File: config.mk
export PLATFORM = sky130hd
export DESIGN_NAME = disparity_predictor
export DESIGN_NICKNAME = d
export VERILOG_FILES = /design/src/rtl/rdp_pkg.sv /design/src/rtl/rdp_flip_rom.sv /design/src/rtl/rdp_tracker.sv /design/src/rtl/disparity_predictor.sv
export SDC_FILE = /design/constraint.sdc
export NUM_CORES = 1
export LEC_CHECK = 0
export ABC_AREA = 1
export ABC_CLOCK_PERIOD_IN_PS = 1500
export BUFFER_PORTS_ARGS = -buffer_cell sky130_fd_sc_hd__buf_2
export CAP_MARGIN = 5
export CORE_ASPECT_RATIO = 1.75
export CORE_MARGIN = 1.5
export CORE_UTILIZATION = 47
export DETAILED_ROUTE_END_ITERATION = 7
export GPL_TIMING_DRIVEN = 0
export HOLD_SLACK_MARGIN = 0.06
export PLACE_DENSITY = 0.85
export SLEW_MARGIN = 0
export SYNTH_ARGS = -nofsm -noshare
export SYNTH_HDL_FRONTEND = slang
export SYNTH_SLANG_ARGS = --single-unit
File: constraint.sdc
create_clock -name clk -period 1.5 [get_ports clk]
set_clock_uncertainty 0.15 [all_clocks]
set_input_delay 0.15 -clock clk [delete_from_list [all_inputs] [get_ports clk]]
set_output_delay 0.15 -clock clk [all_outputs]
set_load 0.02 [all_outputs]
File: src/rtl/rdp_pkg.sv
package rdp_pkg;
    localparam int BYTE_W    = 8;
    localparam int LANES     = 2;
    localparam int WORD_W    = BYTE_W * LANES;
    localparam int ADDR_W    = BYTE_W + 1;
    localparam int ROM_DEPTH = 2 ** ADDR_W;

    localparam logic [BYTE_W-1:0] COMMA_CHAR  = 8'hBC;
    localparam logic [BYTE_W-1:0] FILL_POS_RD = 8'hC5;
    localparam logic [BYTE_W-1:0] FILL_NEG_RD = 8'h50;

    typedef enum logic { RD_NEG = 1'b0, RD_POS = 1'b1 } rd_e;

    typedef struct packed {
        logic [WORD_W-1:0] data;
        logic [LANES-1:0]  k;
        logic              idle;
    } word_t;

    function automatic logic six_unbal(input logic [4:0] x, input logic is_k);
        case (x)
            5'd0, 5'd1, 5'd2, 5'd4, 5'd8, 5'd15, 5'd16, 5'd23,
            5'd24, 5'd27, 5'd29, 5'd30, 5'd31: six_unbal = 1'b1;
            5'd28:   six_unbal = is_k;
            default: six_unbal = 1'b0;
        endcase
    endfunction

    function automatic logic four_unbal(input logic [2:0] y);
        four_unbal = (y == 3'd0) || (y == 3'd4) || (y == 3'd7);
    endfunction

    function automatic logic [ROM_DEPTH-1:0] build_flip_rom();
        logic [ROM_DEPTH-1:0] t;
        for (int a = 0; a < ROM_DEPTH; a++) begin
            logic [ADDR_W-1:0] idx;
            idx  = ADDR_W'(a);
            t[a] = six_unbal(idx[4:0], idx[ADDR_W-1]) ^ four_unbal(idx[7:5]);
        end
        return t;
    endfunction
endpackage

File: src/rtl/rdp_flip_rom.sv
module rdp_flip_rom
    import rdp_pkg::*;
(
    input  logic              clk,
    input  logic [ADDR_W-1:0] addr,
    output logic              flip_q
);
    localparam logic [ROM_DEPTH-1:0] FLIP_TABLE = build_flip_rom();

    always_ff @(posedge clk) begin
        flip_q <= FLIP_TABLE[addr];
    end
endmodule

File: src/rtl/rdp_tracker.sv
module rdp_tracker
    import rdp_pkg::*;
(
    input  logic              clk,
    input  logic              rst,
    input  logic              vld_q,
    input  word_t             word_q,
    input  logic [LANES-1:0]  flip,
    output logic [WORD_W-1:0] data_o,
    output logic [LANES-1:0]  k_o,
    output logic              rd_lo,
    output logic              rd_hi,
    output logic              rd_end
);
    rd_e              rd_q;
    logic [LANES-1:0] f_eff;

    always_comb begin
        if (word_q.idle) begin
            data_o = {(rd_q == RD_POS) ? FILL_POS_RD : FILL_NEG_RD, COMMA_CHAR};
            k_o    = 2'b01;
            f_eff  = {(rd_q == RD_NEG), 1'b1};
        end else begin
            data_o = word_q.data;
            k_o    = word_q.k;
            f_eff  = flip;
        end
        rd_lo  = rd_q;
        rd_hi  = rd_lo ^ f_eff[0];
        rd_end = rd_hi ^ f_eff[1];
    end

    always_ff @(posedge clk) begin
        if (rst)        rd_q <= RD_NEG;
        else if (vld_q) rd_q <= rd_e'(rd_end);
    end


    carry_chain_chk: assert property (@(posedge clk) disable iff (rst)
        vld_q |=> (rd_lo == $past(rd_end)));

    hold_when_idle_bus_chk: assert property (@(posedge clk) disable iff (rst)
        !vld_q |=> $stable(rd_lo));

    idle_ends_neg_chk: assert property (@(posedge clk) disable iff (rst)
        (vld_q && word_q.idle) |-> (rd_end == 1'b0));
endmodule

File: src/rtl/disparity_predictor.sv
module disparity_predictor
    import rdp_pkg::*;
(
    input  logic              clk,
    input  logic              rst,
    input  logic              in_vld,
    input  logic              in_idle,
    input  logic [WORD_W-1:0] in_data,
    input  logic [LANES-1:0]  in_k,
    output logic              out_vld,
    output logic [WORD_W-1:0] out_data,
    output logic [LANES-1:0]  out_k,
    output logic              out_rd_lo,
    output logic              out_rd_hi,
    output logic              out_rd_end
);
    logic [LANES-1:0] flip;
    logic             vld_q;
    word_t            word_q;

    for (genvar g = 0; g < LANES; g++) begin : g_lane
        rdp_flip_rom u_rom (
            .clk    (clk),
            .addr   ({in_k[g], in_data[g*BYTE_W +: BYTE_W]}),
            .flip_q (flip[g])
        );
    end

    always_ff @(posedge clk) begin
        if (rst) vld_q <= 1'b0;
        else     vld_q <= in_vld;
        word_q <= '{data: in_data, k: in_k, idle: in_idle};
    end

    rdp_tracker u_trk (
        .clk    (clk),
        .rst    (rst),
        .vld_q  (vld_q),
        .word_q (word_q),
        .flip   (flip),
        .data_o (out_data),
        .k_o    (out_k),
        .rd_lo  (out_rd_lo),
        .rd_hi  (out_rd_hi),
        .rd_end (out_rd_end)
    );

    assign out_vld = vld_q;


    vld_delay_chk: assert property (@(posedge clk) disable iff (rst)
        in_vld |=> out_vld);

    no_spurious_vld_chk: assert property (@(posedge clk) disable iff (rst)
        !in_vld |=> !out_vld);
endmodule

After elaboration in Yosys (flattened, before gate mapping)
Memory sizes are Yosys's and may differ from the RTL's. A register that Yosys moved wholly into a read port is not among the register bits.
Cells that the tools add are included.
{"block": "totals", "mem_bits_ro": 1024, "elab_cells": 14, "inputBits": 22, "mem_count": 2, "out_inout_bits": 22, "register_bits": 21}
{"block": "classes", "n_mux": 4, "n_bitwise": 3}
{"memory": "(no name shown)", "depth": 512, "width": 1, "read_ports": 1, "rd_ports_with_merged_regs": 1, "wr": 0, "line_no": "rdp_flip_rom.sv:11", "text": "flip_q <= FLIP_TABLE[addr];"}
{"memory": "(no name shown)", "depth": 512, "width": 1, "read_ports": 1, "rd_ports_with_merged_regs": 1, "wr": 0, "line_no": "rdp_flip_rom.sv:11"}
{"operator": "2-to-1 mux 16 bit", "n": 1}
{"operator": "2-to-1 mux 8 bit", "n": 1}
{"operator": "2-to-1 mux 2 bit", "n": 2}
{"operator": "XOR 1 bit", "n": 2}
{"operator": "inverter 1 bit", "n": 1}

Depth between registers and ports, before layout
Gate-level depths: netlist of run 1.
{"block": "logic_depth", "word_depth": 4, "ltp_mapped": 9, "depth_no_buf": 9}

By module
From an unflattened synthesis of run 1, not the netlist that was laid out.
{"block": "hier_totals", "hier_cells": 181, "area_unflattened_um2": 1241.2}
{"mod": "rdp_flip_rom", "seq_area_each_um2": 20.0, "area_per_inst_um2": 275.3, "instances": 2, "cells_each": 54}
{"mod": "disparity_predictor", "seq_area_each_um2": 400.4, "area_per_inst_um2": 410.4, "instances": 1, "cells_each": 22}
{"mod": "rdp_tracker", "seq_area_each_um2": 20.0, "area_per_inst_um2": 280.3, "instances": 1, "cells_each": 51}

Worst setup path after synthesis of run 1
Ideal clock, no wire load.
{"block": "synth_timing", "path_type": "reg-to-output", "startpoint": "register u_trk.rd_q, in the netlist u_trk.rd_lo", "endpoint": "output out_rd_end", "path_stages_with_launch": 5, "arrival_time_ns": 1.015, "required_ns": 1.200, "slack_ns": 0.185, "path_buffers": 0, "cell_sequence": "dfxtp_1 nand2_1 o21ai_2 nand3_1 nand2_1"}
{"block": "synth_between", "elab_chain_cells": 3, "elab_cells_between_ends": 4}
{"element": "start: declaration", "line_no": "rdp_tracker.sv:15", "text": "rd_e rd_q;"}
{"element": "start signal: assignment", "line_no": "rdp_tracker.sv:35", "text": "else if (vld_q) rd_q <= rd_e'(rd_end);"}
{"element": "inverter 1 bit", "line_no": "rdp_tracker.sv:22", "text": "f_eff = {(rd_q == RD_NEG), 1'b1};"}
{"element": "2-to-1 mux 2 bit", "line_no": "rdp_tracker.sv:19", "text": "if (word_q.idle) begin"}
{"element": "XOR 1 bit (*)", "line_no": "rdp_tracker.sv:30", "text": "rd_end = rd_hi ^ f_eff[1];"}
{"element": "end: declaration", "line_no": "disparity_predictor.sv:15", "text": "output logic out_rd_end"}
Mark *: on every way between the ends. The rest lies on a longest branch, timed or not.

Worst setup path in the final report of run 1
{"block": "layout_timing", "startpoint": "register word_q[0] (netlist name)", "endpoint": "output out_data[7]"}
{"block": "layout_between", "elab_chain_cells": 1}
{"element": "2-to-1 mux 16 bit", "line_no": "rdp_tracker.sv:19"}
{"element": "end: declaration", "line_no": "disparity_predictor.sv:11", "text": "output logic [WORD_W-1:0] out_data,"}
No other way between the ends.

==> results.yml, run 1 <==
finish:
  drive_gt1_share_pct: 30.3
  nets: 265
  area_delta_synth_final_pct: 54.7
  fin_cells: 259
  fin_util_pct: 76.9
  antennaDiodeCount: 0
status:
  status: "finished with violations"
  violations: "negative setup slack"
setup_path:
  worstSetupEndpoint: "out_data[7]"
  reg2reg_from: "word_q[0]$_DFF_P_"
  worstReg2RegEnd: "u_trk.rd_lo$_SDFFE_PP0P_"
  crit_fanout: 6
  end_kind: "primary output"
  critical-path-top-delay-family: "buffers and inverters"
  path_cells: "buf_8 -> buf_8 -> or2_1 -> buf_6"
  critical_path.startpoint: "word_q[0]$_DFF_P_"
  regToRegSetupSlack_ns: 0.32
  start_kind: "flip-flop"
  slowest_delay_ns: 0.35
  path_buf_inv: 3
  cp_num_cells: 4
  crit_top_cell: "buf_8"
  reg2reg_depth: 7
  crit_arrival_ns: 1.25
  cp_slowest_cell: "dfxtp_2"
  critPathRequiredTime_ns: 1.20
  crit_type: "flip-flop to primary output"
synthesis:
  synth_top_area_share_pct: 40.8
  synth-seq-cells: 23
  async_reset_ff_share_pct: 0
  synth_area_per_cell_sq_um: 6.89
  yosysTopAreaCell: "dfxtp_1"
  ys_seq_area_share_pct: 40.8
  yosys-top-cells-area: "dfxtp_1 41%, nand2_1 18%, inv_1 10%, ha_1 8.9%, nor2_1 5.3%"
  synth_edf_count: 0
  yosys-top-cells-count: "55 x nand2_1, 30 x inv_1, 23 x dfxtp_1, 16 x nor2_1, 10 x nand3_1"
  synth.most_common_cell: "nand2_1"
  ys_warn_count: 0
  netlist_instances: 164
  synth_ff_type: "dfxtp_1"
  syn_area_sq_um: 1130
  ys_types: 18
  syn-num-nets: 194
sta:
  min_period_ns: 1.55
  max_freq_mhz: 644
  relSlewSlack_pct: 84.3
  drv_slew: 0
  setup_ws_ns: -0.0533
  worst_pin_slew_ns: 0.235
  grt_setup_unrepaired: "yes"
  setup_violations: 8
  hold-worst-slack_ns: 0.324
  finalHoldViolCount: 0
  period_share_pct: 104
clock_tree:
  cts-root-buf: "clkbuf_8"
  clk_pin_slew_ns: 0.08
  cts_max_path_buffers: 2
  cts_tree: "built"
  cts_max_level: 1
  cts_setup_buffers: 0
  clock_latency_ns: 0.27
  cts_buffers: 3
  cts.sink_count: 23
die:
  coreArea_sq_um: 2270
  ios: 44
  row_count: 23
  die_area_sq_um: 2720
  die_x_um: 40.1
  start_util_pct: 49.7
  die_y_um: 67.9
grt:
  gr-usage-all-layers_pct: 20.0
  antenna_found_initial: 0
  first_global_vias: 958
  grt_max_degree: 14
  grt_pass1_wl_mm: 3.81
  overflow: 0
drt:
  wl_met1_mm: 1.09
  viasPerCell: 4.65
  drt_first_iter_violations: 49
  drc: 0
  postRouteAntennaNets: 0
  met3_length_um: 121
  first_pass_iters: 4
  avgRoutedWirePerCell_um: 10.6
  dr.max_layer_used: "met4"
  wl_met2_mm: 1.45
  drt_wl_total_mm: 2.74
  vias: 1204
power:
  power.total_uw: 1440
  p_leak_uw: 0.000985
  internal_power_uw: 1020
  p_sw_share_pct: 29.4
  seqPwrFrac_pct: 46.6
  p_clk_share_pct: 26.3
  irDropWorstVdd_uv: 727
  p_switching_uw: 424
  combPwrFrac_pct: 27.1
  powerDensity_nw_per_um2: 826
place:
  place_inst: 232
  io_buffers: 43
  hpwl_mm: 1.65
  routabilityCongestion: 0.808
job:
  drv_cap: 0
worst_hold_path:
  hp-class: "primary input to flip-flop"
## per-stage QoR
| step | setup TNS (ns) | cell area [sq um] | setup slack (ns) |
|---|---|---|---|
| floorplan | 0 | 1130 | 0.185 |
| global placement | 0 | 1380 | 0.171 |
| detailed placement | 0 | 1380 | 0.141 |
| CTS | -0.0617 | 1670 | -0.0247 |
| global route | -0.612 | 1750 | -0.0900 |
| finish | -0.156 | 1750 | -0.0533 |
## layout make-up
| cell class | instances | area, sq um |
|---|---|---|
| Multi-Input combinational cell | 107 | 558 |
| Fill cell | 175 | 526 |
| Timing Repair Buffer | 66 | 499 |
| Sequential cell | 23 | 463 |
| Inverter | 32 | 120 |
| Clock buffer | 3 | 41.3 |
| Tap cell | 25 | 31.3 |
| Buffer | 2 | 30.0 |
| Clock inverter | 1 | 5.00 |
## power groups by stage
stage	combinational (uW)	clock [uW]	sequential (uW)
2_1_floorplan	190	0	681
3_3_place_gp	290	0	678
3_5_place_dp	294	0	678
4_1_cts	355	383	665
5_1_grt	430	406	676
6_report	391	380	673
## worst min-delay path: stages
cell	delay, ns
buf_2	0.11
ha_1	0.15
o21ai_0	0.08
nand2_1	0.06
nand3_1	0.08
nand2_1	0.08
## cells by family (layout without fill, tap and decap cells)
| kind of cell | count (synthesis) | in the layout | share of synthesized area, % |
|---|---|---|---|
| AOI/OAI and AO/OA | 10 | 10 | 5.87 |
| adders and majority gates | 8 | 8 | 8.86 |
| buffers and inverters | 34 | 104 | 12.1 |
| DFF | 23 | 23 | 40.8 |
| and+or+nand+nor | 89 | 89 | 32.4 |
## timing repair
action / CTS / global route
hold buffers: 21 / 0
cloned: 1 / 1
gates resized for setup: 12 / 18
pin swaps: 3 / 0
endpoints found under the setup margin: 13 / 14
endpoints found under the hold margin: 21 / 0
## layout by cell type (no fill, tap or decap)
master         Yosys  final
nand2_1           55     51
buf_2              1     31
inv_1             30     29
dfxtp_1           23     21
dlygate4sd3_1      0     21
nor2_1            16     15
nand3_1           10     10
buf_4              0     10
ha_1               8      8
or2_2              6      6
nand2_2            0      4
inv_2              2      3
o21ai_0            3      3
clkbuf_8           0      3
buf_6              1      3
buf_8              0      2
o21ai_2            3      2
dfxtp_2            0      2
o21ai_4            0      1
nor2_4             0      1
o21a_1             1      1
or2_1              1      1
a21oi_1            1      1
o21ai_1            1      1
o211ai_1           1      1
nor2_2             1      1
clkinv_2           0      1
clkbuf_16          0      1
## worst min path at each step
stage / start / end / slack, ns / cells after the start
after floorplan: in_idle / word_q[0]$_DFF_P_ / 0.03 / 0
final: in_data[9] / g_lane[1].u_rom.flip_q$_DFF_P_ / 0.32 / 6
after global routing: in_data[8] / g_lane[1].u_rom.flip_q$_DFF_P_ / 0.38 / 6
after CTS: in_data[9] / g_lane[1].u_rom.flip_q$_DFF_P_ / 0.29 / 6
after detailed placement: in_idle / word_q[0]$_DFF_P_ / 0.10 / 1
after global placement: in_idle / word_q[0]$_DFF_P_ / 0.11 / 1
## per-layer routing
metal	up-vias	GRT usage, %
met5	-	0
met4	0	10.3
met3	10	2.60
met2	46	34.5
met1	524	22.6
li1	624	-
## state kept, by name (all words and copies together) (netlist names)
register and count:
u_trk.rd_lo 1, word_q 19, out_vld 1, g_lane.u_rom.flip_q 2
No activity file was read; power rests on OpenSTA's default activity.
==> run 2: changes to the inputs <==
--- a/config.mk
+++ b/config.mk
@@ -11,12 +11,13 @@
 export CAP_MARGIN = 5
 export CORE_ASPECT_RATIO = 1.75
 export CORE_MARGIN = 1.5
-export CORE_UTILIZATION = 47
+export CORE_UTILIZATION = 49
 export DETAILED_ROUTE_END_ITERATION = 7
 export GPL_TIMING_DRIVEN = 0
 export HOLD_SLACK_MARGIN = 0.06
-export PLACE_DENSITY = 0.85
+export PLACE_DENSITY = 0.87
 export SLEW_MARGIN = 0
 export SYNTH_ARGS = -nofsm -noshare
 export SYNTH_HDL_FRONTEND = slang
+export SYNTH_HIERARCHICAL = 1
 export SYNTH_SLANG_ARGS = --single-unit
==> run 2 against run 1 <==
Against the previous run:
- the run still ends with negative setup slack left
- area after synthesis grew 9.9%
- core utilization grew 3.8 points
- hold slack gained 0.0012 ns
- worst setup slack gained 0.0033 ns
- wire length grew 24%
- cell area grew 12%
- global-route usage grew 2.0 points
- clock-buffer cell count grew 1
- first-iteration DRC count shrank 24%
- sequential share of layout area shrank 2.8 points
- via count grew 9.1%
- largest cell class unchanged
- critical path type unchanged
==> results.yml, run 2 <==
status:
  status: "finished with violations"
  violations: "negative setup slack"
grt:
  grt_pass1_wl_mm: 4.46
  gr-usage-all-layers_pct: 22.0
  first_global_vias: 1198
  grt_max_degree: 13
  antenna_found_initial: 0
  overflow: 0
sta:
  worst_pin_slew_ns: 0.199
  finalHoldViolCount: 0
  max_freq_mhz: 645
  setup_ws_ns: -0.0500
  relSlewSlack_pct: 86.7
  min_period_ns: 1.55
  grt_setup_unrepaired: "yes"
  drv_slew: 0
  period_share_pct: 103
  hold-worst-slack_ns: 0.326
  setup_violations: 7
  tns_ns: -0.141
setup_path:
  end_kind: "primary output"
  worstSetupEndpoint: "out_data[2]"
  crit_fanout: 7
  critical_path.startpoint: "word_q[0]$_DFF_P_"
  critPathRequiredTime_ns: 1.20
  crit_arrival_ns: 1.25
  start_kind: "flip-flop"
  crit_type: "flip-flop to primary output"
  reg2reg_from: "word_q[0]$_DFF_P_"
  reg2reg_depth: 8
  worstReg2RegEnd: "u_trk/rd_lo$_SDFFE_PP0P_"
  regToRegSetupSlack_ns: 0.23
die:
  row_count: 24
  coreArea_sq_um: 2430
  start_util_pct: 51.0
  die_y_um: 69.6
  die_area_sq_um: 2860
  ios: 44
  die_x_um: 41.0
job:
  drv_cap: 0
clock_tree:
  cts_tree: "built"
  cts.sink_count: 23
  clk_pin_slew_ns: 0.08
  cts-root-buf: "clkbuf_8"
  cts_max_level: 1
  cts_buffers: 3
  cts_max_path_buffers: 2
  clock_latency_ns: 0.26
worst_hold_path:
  hp-class: "primary input to flip-flop"
  min_path_cells: 7
synthesis:
  async_reset_ff_share_pct: 0
  syn_area_sq_um: 1240
  yosysTopAreaCell: "dfxtp_1"
  ys_warn_count: 6
  synth.most_common_cell: "nand2_1"
  synth_edf_count: 0
  yosys-top-cells-count: "61 x nand2_1, 31 x inv_1, 23 x dfxtp_1, 15 x nor2_1, 9 x nand3_1"
  yosys-top-cells-area: "dfxtp_1 37%, nand2_1 18%, inv_1 9.4%, ha_1 8.1%, nor2_1 4.5%"
  synth_area_per_cell_sq_um: 6.86
  ys_seq_area_share_pct: 37.1
  syn-num-nets: 211
  netlist_instances: 181
  synth_ff_type: "dfxtp_1"
  ys_types: 18
  synth_top_area_share_pct: 37.1
  synth-seq-cells: 23
finish:
  fin_util_pct: 80.7
  antennaDiodeCount: 0
  top_regs: "word_q x19, g_lane.u_rom/flip_q x2"
  top_register: "word_q"
  layout_common_cells: "54 x nand2_1, 29 x inv_1, 28 x buf_2"
  drive_gt1_share_pct: 38.3
  area_delta_synth_final_pct: 58.1
  final_common_cell: "nand2_1"
  largest_reg_flops: 19
  nets: 284
drt:
  postRouteAntennaNets: 0
  viasPerCell: 4.71
  drc: 0
  first_pass_iters: 5
  vias: 1314
  avgRoutedWirePerCell_um: 12.1
  drt_wl_total_mm: 3.39
  drt_first_iter_violations: 37
place:
  routabilityCongestion: 0.819
  hpwl_mm: 1.82
  io_buffers: 43
power:
  irDropWorstVdd_uv: 490
  powerDensity_nw_per_um2: 775
  p_leak_uw: 0.00109
  power.total_uw: 1520
==> run 2: cell count changes in the layout (fill, tap and decap cells not counted), moves of 4 or more <==
cell     delta
inv_2       +5
buf_6      +13
nand2_2     +8
nor2_4      +4
buf_4       -7
nor2_1      -5
==> run 2: area by class of cell <==
cell class	instances	area (sq um)
multi-input cells	118	681
repair buffers	69	568
fillers	137	470
flip-flops and latches	23	465
inverters	38	145
clock buffers	4	45.0
well taps	26	32.5
plain buffers	1	25.0
==> run 2: how the worst min path moves through the flow <==
stage / startpoint / to / slack, ns
2_1_floorplan: in_idle / word_q[0]$_DFF_P_ / 0.03
3_3_place_gp: in_idle / word_q[0]$_DFF_P_ / 0.10
3_5_place_dp: in_k[1] / word_q[2]$_DFF_P_ / 0.12
4_1_cts: in_data[9] / g_lane[1].u_rom/flip_q$_DFF_P_ / 0.31
5_1_grt: in_data[9] / g_lane[1].u_rom/flip_q$_DFF_P_ / 0.39
6_report: in_data[9] / g_lane[1].u_rom/flip_q$_DFF_P_ / 0.33
==> run 2: critical path, cell delays in order, from the launching register on <==
cell	delay, ns
dfxtp_4	0.41
buf_6	0.14
or2_2	0.31
buf_6	0.14
==> run 2: repair_timing <==
item                                    CTS  global route
gates cloned                              0             0
buffers inserted                          3             2
endpoints found under the setup margin    6            15
hold buffers                             21             0
gates resized for setup                  18            43
pin swaps                                 1             7
endpoints found under the hold margin    21             0
==> run 2: per-stage QoR <==
| stage | cells | worst slack, ns | instance area (sq um) |
|---|---|---|---|
| 5_1_grt | 279 | -0.0859 | 1960 |
| 4_1_cts | 277 | -0.0421 | 1810 |
| 3_5_place_dp | 250 | 0.147 | 1490 |
| 2_1_floorplan | 181 | 0.177 | 1240 |
| 6_report | 279 | -0.0500 | 1960 |
| 3_3_place_gp | 250 | 0.167 | 1490 |
==> run 2: metal layers <==
layer / up-vias / part of all wire, % / global-route usage (%)
met5: - / 0 / 0
met4: 0 / 1.8 / 6.67
met3: 10 / 3.6 / 1.28
met2: 47 / 59 / 43.2
met1: 585 / 36 / 20.5
li1: 672 / - / -
==> run 2: cells by family after synthesis <==
kind of cell               count (synthesis)  synth area share, %
buffers and inverters                     40                 13.5
and+or+nand+nor                          107                 39.2
AOI/OAI and AO/OA                          3                 2.12
adders and majority gates                  8                 8.06
DFF                                       23                 37.1
==> run 2: report_power, final <==
group	switching (uW)	internal (uW)	total, uW
clock	185	189	374
combinational	249	222	471
sequential	27.0	649	676
==> run 3: changes to the inputs <==
--- a/config.mk
+++ b/config.mk
@@ -5,17 +5,16 @@
 export SDC_FILE = /design/constraint.sdc
 export NUM_CORES = 1
 export LEC_CHECK = 0
-export ABC_AREA = 1
 export ABC_CLOCK_PERIOD_IN_PS = 1500
-export BUFFER_PORTS_ARGS = -buffer_cell sky130_fd_sc_hd__buf_2
+export BUFFER_PORTS_ARGS = -buffer_cell sky130_fd_sc_hd__clkbuf_2
 export CAP_MARGIN = 5
 export CORE_ASPECT_RATIO = 1.75
 export CORE_MARGIN = 1.5
-export CORE_UTILIZATION = 49
+export CORE_UTILIZATION = 47
 export DETAILED_ROUTE_END_ITERATION = 7
 export GPL_TIMING_DRIVEN = 0
 export HOLD_SLACK_MARGIN = 0.06
-export PLACE_DENSITY = 0.87
+export PLACE_DENSITY = 0.86
 export SLEW_MARGIN = 0
 export SYNTH_ARGS = -nofsm -noshare
 export SYNTH_HDL_FRONTEND = slang
==> run 3 against run 2 <==
Against the previous run:
- the run still ends with negative setup slack left
- critical path type unchanged
- combinational power up 4.7%
- die area decreased by 5.7%
- register-to-register slack worse by 0.18 ns
- largest power group unchanged
- cell area shrank 3.6%
- sequential share of layout area is 1.1 points higher
==> results.yml, run 3 <==
status:
  status: "finished with violations"
  violations: "negative setup slack"
setup_path:
  worstSetupEndpoint: "out_rd_end"
  cp_num_cells: 4
  cp_slowest_cell: "dfxtp_2"
  crit_type: "flip-flop to primary output"
  crit_arrival_ns: 1.27
  path_buf_inv: 1
  critical-path-top-delay-family: "flip-flops"
  regToRegSetupSlack_ns: 0.05
  slowest_delay_ns: 0.35
  critPathRequiredTime_ns: 1.20
  end_kind: "primary output"
  critical_path.startpoint: "g_lane[1].u_rom/flip_q$_DFF_P_"
  reg2reg_from: "word_q[0]$_DFF_P_"
  worstReg2RegEnd: "u_trk/rd_lo$_SDFFE_PP0P_"
  path_cells: "xnor2_4 -> or2_4 -> a21oi_2 -> clkbuf_8"
  crit_fanout: 4
  start_kind: "flip-flop"
  reg2reg_depth: 3
synthesis:
  yosys-top-cells-count: "23 x dfxtp_1, 10 x inv_1, 8 x ha_1, 8 x or2_2"
  ys_types: 26
  async_reset_ff_share_pct: 0
  syn_area_sq_um: 1120
  synth_area_per_cell_sq_um: 9.99
  synth_top_area_share_pct: 41.2
  syn-num-nets: 142
  yosysTopAreaCell: "dfxtp_1"
  yosys-top-cells-area: "dfxtp_1 41%, ha_1 8.9%, mux2i_1 4.5%, or2_2 4.5%, nor2b_1 3.9%"
  synth_edf_count: 0
  synth-seq-cells: 23
  ys_seq_area_share_pct: 41.2
  ys_warn_count: 6
  netlist_instances: 112
  synth.most_common_cell: "dfxtp_1"
  synth_ff_type: "dfxtp_1"
worst_hold_path:
  hp-class: "primary input to flip-flop"
clock_tree:
  clock_latency_ns: 0.26
  cts_max_path_buffers: 2
  cts_max_level: 1
  cts_buffers: 3
  clk_pin_slew_ns: 0.08
  cts-root-buf: "clkbuf_8"
  cts.sink_count: 23
  cts_tree: "built"
sta:
  setup_violations: 1
  setup_ws_ns: -0.0726
  worst_pin_slew_ns: 0.244
  hold-worst-slack_ns: 0.395
  max_freq_mhz: 636
  drv_slew: 0
  relSlewSlack_pct: 83.5
  min_period_ns: 1.57
  period_share_pct: 105
  finalHoldViolCount: 0
  grt_setup_unrepaired: "yes"
drt:
  drt_wl_total_mm: 3.21
  postRouteAntennaNets: 0
  viasPerCell: 5.32
  first_pass_iters: 4
  drt_first_iter_violations: 14
  vias: 1107
  drc: 0
  avgRoutedWirePerCell_um: 15.4
grt:
  grt_max_degree: 13
  overflow: 0
  first_global_vias: 1104
  gr-usage-all-layers_pct: 24.4
  antenna_found_initial: 0
  grt_pass1_wl_mm: 4.55
finish:
  layout_common_cells: "23 x clkbuf_2, 21 x dlygate4sd3_1, 19 x dfxtp_1"
  fin_util_pct: 83.2
  largest_reg_flops: 19
  drive_gt1_share_pct: 48.6
  top_register: "word_q"
  top_regs: "word_q x19, g_lane.u_rom/flip_q x2"
  antennaDiodeCount: 0
  final_common_cell: "clkbuf_2"
  area_delta_synth_final_pct: 69.1
  design_area_sq_um: 1890
  nets: 214
die:
  coreArea_sq_um: 2270
  die_y_um: 67.5
  ios: 44
  start_util_pct: 49.2
  die_area_sq_um: 2690
  row_count: 23
  die_x_um: 39.9
place:
  placed_cell_area_sq_um: 1370
  io_buffers: 43
  dp_slack_ns: -0.0371
  routabilityCongestion: 0.703
  hpwl_mm: 1.92
job:
  drv_cap: 0
power:
  powerDensity_nw_per_um2: 822
  p_leak_uw: 0.000891
  irDropWorstVdd_uv: 653
-- run 3: cell count changes after synthesis, moves of 5 or more --
cell / delta
inv_1: -21
nand2_1: -55
o21ai_0: +7
inv_2: -7
nand2_2: -6
nor2_1: -12
mux2i_1: +5
nand3_1: -7
nor2b_1: +7
-- run 3: area by class of cell --
class	instances	area, sq um
multi-input cells	74	684
repair buffers	68	571
flip-flops and latches	23	470
fillers	131	382
plain buffers	4	52.6
clock buffers	4	45.0
inverters	10	37.5
well taps	25	31.3
-- run 3: per-stage QoR --
stage	power, uW	TNS, ns	cells
floorplan	888	0	112
global placement	984	0	180
detailed placement	1000	-0.0654	180
CTS	1460	-0.0767	206
global route	1630	-0.205	208
finish	1560	-0.0726	208
-- run 3: timing repair --
| action | CTS | global route |
|---|---|---|
| gates cloned | 0 | 1 |
| hold endpoints to repair | 21 | 0 |
| pin swaps | 2 | 3 |
| hold buffers | 21 | 0 |
| gates resized for setup | 19 | 67 |
| endpoints found under the setup margin | 19 | 18 |
| buffers inserted | 2 | 1 |
-- run 3: how the worst min path moves through the flow --
stage,cells after the start,endpoint,slack (ns),startpoint
global placement,1,word_q[0]$_DFF_P_,0.11,in_idle
detailed placement,1,word_q[0]$_DFF_P_,0.11,in_idle
CTS,2,word_q[13]$_DFF_P_,0.39,in_data[10]
finish,2,word_q[2]$_DFF_P_,0.40,in_k[1]
floorplan,0,word_q[0]$_DFF_P_,0.03,in_idle
global route,2,word_q[5]$_DFF_P_,0.40,in_data[2]
-- run 3: power by group --
part / total, uW / switching, uW / internal, uW
sequential: 684 / 30.5 / 653
combinational: 493 / 220 / 273
clock: 378 / 189 / 189
total: 1560 / 440 / 1120
-- run 3: logic make-up (layout without fill, tap and decap cells) --
kind of cell	count (synthesis)	count (layout)	synth area share (%)
mux	9	9	9.17
fa+ha+maj	8	8	8.95
xor+xnor	4	4	3.13
simple gates	38	38	21.9
flops	23	23	41.2
compound gates	15	15	9.28
buf+inv	15	86	6.38
-- run 3: worst reg2reg max path, stage by stage, from the launching register on --
cell and delay, ns:
dfxtp_4 0.38, buf_4 0.16, or4b_1 0.49, a31oi_1 0.18
-- run 3: metal layers --
layer	routed length [um]	vias to the layer above	track usage (%)	part of all wire (%)
li1	-	511	-	-
met5	0	-	0	0
met4	112	0	12.9	3.5
met1	1020	537	21.5	32
met2	1950	45	45.2	61
met3	121	14	6.91	3.8
